File: config.mk
export PLATFORM = sky130hd
export DESIGN_NAME = sat_shift_unit
export DESIGN_NICKNAME = d
export VERILOG_FILES = /design/src/rtl/sat_pkg.sv /design/src/rtl/sat_barrel.sv /design/src/rtl/sat_clamp.sv /design/src/rtl/sat_shift_unit.sv
export SDC_FILE = /design/constraint.sdc
export NUM_CORES = 1
export LEC_CHECK = 0
export BUFFER_PORTS_ARGS = -buffer_cell sky130_fd_sc_hd__buf_2
export CAP_MARGIN = 20
export CORE_MARGIN = 2
export CORE_UTILIZATION = 40
export CTS_CLUSTER_DIAMETER = 80
export CTS_CLUSTER_SIZE = 30
export DETAILED_ROUTE_END_ITERATION = 16
export PLACE_DENSITY_LB_ADDON = 0.15
export REMOVE_ABC_BUFFERS = 1
export SLEW_MARGIN = 20
export SYNTH_ARGS = -nofsm -noshare
export SYNTH_HDL_FRONTEND = slang
export SYNTH_SLANG_ARGS = --single-unit
File: constraint.sdc
create_clock -name clk -period 6.8 [get_ports clk]
set_clock_uncertainty 0.05 [all_clocks]
set_input_delay 0.68 -clock clk [delete_from_list [all_inputs] [get_ports clk]]
set_output_delay 0.68 -clock clk [all_outputs]
set_load 0.01 [all_outputs]
File: src/rtl/sat_pkg.sv
package sat_pkg;

    localparam int WORD_W = 32;

    typedef enum logic {
        SH_LSL = 1'b0,
        SH_ASR = 1'b1
    } shift_kind_e;

endpackage

File: src/rtl/sat_barrel.sv
module sat_barrel #(
    parameter int DW = 32,
    parameter int SW = 5
) (
    input  logic [DW-1:0] din,
    input  logic [SW-1:0] amt,
    input  logic          kind,
    output logic [DW-1:0] dout
);
    import sat_pkg::*;

    always_comb begin
        if (kind == SH_ASR) begin
            // a zero amount encodes the full-width shift
            if (amt == '0) dout = {DW{din[DW-1]}};
            else           dout = DW'($signed(din) >>> amt);
        end else begin
            dout = din << amt;
        end
    end

endmodule

File: src/rtl/sat_clamp.sv
module sat_clamp #(
    parameter int DW = 32,
    parameter int SW = 5
) (
    input  logic [DW-1:0] val,
    input  logic [SW-1:0] imm,
    input  logic          uns,
    output logic [DW-1:0] res,
    output logic          clip
);
    logic signed [DW:0] v_x;
    logic signed [DW:0] lim;
    logic signed [DW:0] hi;
    logic signed [DW:0] lo;

    always_comb begin
        v_x = {val[DW-1], val};
        lim = {{DW{1'b0}}, 1'b1} << imm;
        // signed: 2^(N-1) with N=imm+1; unsigned: 2^N with N=imm
        hi  = lim - 1;
        lo  = uns ? '0 : -lim;
        if (v_x > hi) begin
            res  = hi[DW-1:0];
            clip = 1'b1;
        end else if (v_x < lo) begin
            res  = lo[DW-1:0];
            clip = 1'b1;
        end else begin
            res  = val;
            clip = 1'b0;
        end
    end

endmodule

File: src/rtl/sat_shift_unit.sv
module sat_shift_unit #(
    parameter int DATA_W = sat_pkg::WORD_W,
    localparam int HALF_W = DATA_W / 2,
    localparam int SH_W   = $clog2(DATA_W),
    localparam int LANES  = 2
) (
    input  logic              clk,
    input  logic              rst_n,
    input  logic              in_valid,
    input  logic [DATA_W-1:0] operand,
    input  logic [SH_W-1:0]   shift_amt,
    input  logic              shift_kind,
    input  logic [SH_W-1:0]   sat_imm,
    input  logic              is_unsigned,
    input  logic              is_dual,
    output logic              out_valid,
    output logic [DATA_W-1:0] result,
    output logic              q_set
);

    typedef struct packed {
        logic              valid;
        logic              qset;
        logic              uns;
        logic              dual;
        logic [DATA_W-1:0] res;
    } stage_t;

    stage_t stage_d, stage_q;

    logic [DATA_W-1:0] shifted;
    logic [DATA_W-1:0] scal_res;
    logic              scal_clip;
    logic [DATA_W-1:0] lane_res [LANES];
    logic [LANES-1:0]  lane_clip;
    logic [DATA_W-1:0] dual_word;

    sat_barrel #(.DW(DATA_W), .SW(SH_W)) u_shift (
        .din (operand),
        .amt (shift_amt),
        .kind(shift_kind),
        .dout(shifted)
    );

    sat_clamp #(.DW(DATA_W), .SW(SH_W)) u_scal (
        .val (shifted),
        .imm (sat_imm),
        .uns (is_unsigned),
        .res (scal_res),
        .clip(scal_clip)
    );

    for (genvar g = 0; g < LANES; g++) begin : g_lane
        logic [DATA_W-1:0] lane_in;
        assign lane_in = {{(DATA_W-HALF_W){operand[g*HALF_W+HALF_W-1]}},
                          operand[g*HALF_W +: HALF_W]};
        sat_clamp #(.DW(DATA_W), .SW(SH_W)) u_half (
            .val (lane_in),
            .imm (sat_imm),
            .uns (is_unsigned),
            .res (lane_res[g]),
            .clip(lane_clip[g])
        );
        assign dual_word[g*HALF_W +: HALF_W] = lane_res[g][HALF_W-1:0];
    end

    always_comb begin
        stage_d       = stage_q;
        stage_d.valid = in_valid;
        stage_d.qset  = 1'b0;
        if (in_valid) begin
            stage_d.uns  = is_unsigned;
            stage_d.dual = is_dual;
            stage_d.res  = is_dual ? dual_word : scal_res;
            stage_d.qset = is_dual ? (|lane_clip) : scal_clip;
        end
    end

    always_ff @(posedge clk) begin
        if (!rst_n) stage_q <= '0;
        else        stage_q <= stage_d;
    end

    assign out_valid = stage_q.valid;
    assign result    = stage_q.res;
    assign q_set     = stage_q.qset;

    assert_latency_R2: assert property (@(posedge clk) disable iff (!rst_n)
        in_valid |=> out_valid);

    assert_idle_hold_R2: assert property (@(posedge clk) disable iff (!rst_n)
        !in_valid |=> (!out_valid && !q_set && $stable(result)));

    assert_uns_nonneg_R4: assert property (@(posedge clk) disable iff (!rst_n)
        (out_valid && stage_q.uns && !stage_q.dual) |-> !result[DATA_W-1]);

    assert_flag_with_valid_R8: assert property (@(posedge clk) disable iff (!rst_n)
        q_set |-> out_valid);

endmodule

==> flow_summary.yaml <==
clock_network:
  holdBufCountCts: 0
  cts_inserted_buffers: 5
  post_cts_resize_count: 0
  worst_skew_pair.late_latency_ps: 310
  postCtsSetupBuffers: 0
  cts_max_level: 2
  clk_path_buf_depth: 2
  clock_tree.root_cell: "clkbuf_16"
  clock_sink_count: 34
  path_clk_slew_ps: 60
  clock_tree_from_tritoncts: "done"
setup_path:
  timing.critical_path.from: "sat_imm[0]"
  critical_path_arrival_ps: 6600
  worstPathRequired_ps: 6920
  reg2reg_setup_slack_ps: 5600
  ff2ff_path_depth: 3
  r2r_end: "result[28]$_SDFFE_PN0P_"
  worst_setup_path_end_kind: "flop"
  timing.setup.critical_path_class: "input port to flop"
  worstReg2RegStart: "result[28]$_SDFFE_PN0P_"
  start_kind: "input port"
  worstPathMaxFanout: 13
job:
  max_cap_viol_count: 0
yosys:
  yosys_register_bits: 34
  synth_warnings: 0
  synth_enable_flop_cells: 0
  synth.largest_area_cell: "ha_1"
  synth_area_leaders: "ha_1, mux4_2, mux2i_1"
  dominantRegCellSynth: "dfxtp_1"
  synth-async-reset-ratio_pct: 0
  synth_top_cell_area_share_pct: 20.6
  synthesis.area_per_instance_sq_um: 7.56
  number_of_cells_produced_by_synthesis: 1532
  synth_seq_area_share_pct: 5.87
  synthDistinctLibCells: 92
  synth.cell_area_sq_um: 11600
route:
  met2WireLength_mm: 22.7
  route.met3.wl_mm: 5.12
  wl_per_cell_microns: 26.5
  routed_wl_mm: 52.5
  route.layer.met1.wl_mm: 22.0
  initialDrtViolationCount: 1743
  detail_route.vias_per_cell: 6.68
  drtPass1Iterations: 9
  vias: 13200
  drc: 0
  dr.max_layer_used: "met4"
  ant_nets: 0
sta:
  rsz0062_at_grt: "no"
  final_hold_viol_count: 0
  clock.fmax_ghz: 0.154
  final-setup-viol-count: 0
  worst_slew_pin_slew_ps: 1100
  final_tns_setup_ps: 0
  final_critical_path_share_of_the_clock_period_pct: 95.4
  period_minus_ws_final_ps: 6480
  timing_max_transition_violations_final: 0
  max-slew-margin-rel_pct: 26.2
die:
  floorplan.rows: 62
  placeableCoreArea_sq_um: 28600
  initial_standard_cell_utilization_of_the_core_pct: 40.5
  io_pins: 82
  dieArea_sq_um: 30300
  die_w_microns: 174
  die_height_microns: 174
worst_hold_path:
  hold_end: "result[2]$_SDFFE_PN0P_"
  hp-start: "result[2]$_SDFFE_PN0P_"
  whs_path_depth: 2
  holdCritPathClass: "flop to flop"
global_route:
  antenna_found_initial: 3
  grt_pass1_wl_mm: 78.2
  grt_start_max_net_pins: 67
  sum_of_overflow_across_all_layers_after_global_routing: 0
  via_count_of_the_first_global_routing_pass: 12300
  track_usage_pct: 33.7
place:
  placedInstanceArea_sq_um: 12600
  io_buffer_count: 81
  detailedPlacementHpwl_mm: 40.4
  gp_congestion: 1.07
finish:
  layout-drive-gt1-share_pct: 17.4
  filler_cell_count: 2970
  combined_area_of_the_multi_input_logic_cells_sq_um: 10300
  fin_nets: 1836
  area_delta_synth_final_pct: 10.2
  combined_flip_flop_and_latch_cell_area_sq_um: 681
  final_area_sq_um: 12800
power:
  cellLeakagePower_uw: 0.00555
  ir_drop_mv: 0.0917
  power_density_nw_per_um2: 135
outcome:
  status: "finished, final reports clean"
## critical path, stage by stage
cell and delay (ps):
buf_2 170, or2_2 410, nor2_1 370, nand2_1 330
ha_1 420, buf_4 220, or2_2 290, o21ai_0 170
a32oi_1 390, ha_1 460, and4_1 360, nand2_1 80
a21oi_1 360, o2111ai_1 180, a21boi_0 880, nand3_1 230
nand2_2 130, buf_4 280, a221oi_1 130
## report_power, final
part / switching, uW / internal, uW
Combinational: 766 / 454
Clock: 119 / 146
Sequential: 19.6 / 224
Total: 905 / 824
## worst max-delay path by stage
stage | to | slack (ps) | depth (start not counted)
4_1_cts | result[20]$_SDFFE_PN0P_ | 490 | 23
6_report | result[3]$_SDFFE_PN0P_ | 320 | 19
3_3_place_gp | result[20]$_SDFFE_PN0P_ | 90 | 23
2_1_floorplan | result[17]$_SDFFE_PN0P_ | 630 | 20
5_1_grt | result[20]$_SDFFE_PN0P_ | 150 | 20
3_5_place_dp | result[20]$_SDFFE_PN0P_ | 230 | 23
## synthesized netlist by cell type (20+ instances only)
master / number
o211ai_1: 31
mux2_2: 26
ha_1: 191
o21ai_0: 126
nor2b_1: 20
inv_1: 37
clkbuf_1: 65
a211oi_1: 33
nor2_1: 116
nand4_1: 34
mux4_2: 34
nand2_1: 195
a21o_1: 28
nand3_1: 22
dfxtp_1: 34
mux2i_1: 76
a21oi_1: 114
## logic make-up after synthesis
kind of cell | synth area share (%)
compound gates | 31.0
simple gates | 20.0
fa+ha+maj | 20.6
buf+inv | 5.69
mux | 16.3
flops | 5.87
xor+xnor | 0.454
other cells | 0.0324
## cell type report
class / count / share of cell area, %
repair buffers: 157 / 7.76
well taps: 384 / 3.76
clock inverters: 2 / 0.0980
clock buffers: 6 / 1.09
multi-input cells: 1357 / 80.7
diodes: 1 / 0.0196
flip-flops and latches: 34 / 5.33
inverters: 42 / 1.25
## per-layer routing
| metal | up-vias | track usage (%) |
|---|---|---|
| met3 | 153 | 6.01 |
| met2 | 780 | 52.6 |
| met4 | 0 | 14.6 |
| met5 | - | 0 |
| li1 | 6008 | - |
| met1 | 6305 | 45.3 |
## sequential cells by signal, indices dropped and copies added, names as in the netlist
name and count:
out_valid 1, result 32, q_set 1
## through the flow
stage	util, %	std cells	hold WS [ps]	setup WS (ps)	power, uW
after floorplan	-	1433	522	625	959
after global placement	44.0	1974	498	89.7	1420
after detailed placement	44.0	1974	499	228	1430
after CTS	44.6	1982	512	487	1690
after global routing	44.6	1983	536	150	1830
final	44.6	1983	507	316	1730
## cell usage in the layout, fill, tap and decap left out, types with 28 or more instances in the layout
| cell type | Yosys | routed |
|---|---|---|
| ha_1 | 191 | 191 |
| o21ai_0 | 126 | 126 |
| mux2i_1 | 76 | 76 |
| a21oi_1 | 114 | 114 |
| mux4_2 | 34 | 34 |
| inv_1 | 37 | 36 |
| dfxtp_1 | 34 | 34 |
| a21o_1 | 28 | 28 |
| a211oi_1 | 33 | 32 |
| buf_2 | 16 | 80 |
| buf_4 | 1 | 76 |
| o211ai_1 | 31 | 31 |
| nand2_1 | 195 | 195 |
| nand4_1 | 34 | 34 |
| nor2_1 | 116 | 116 |
Power figures use the tool's default switching activity.
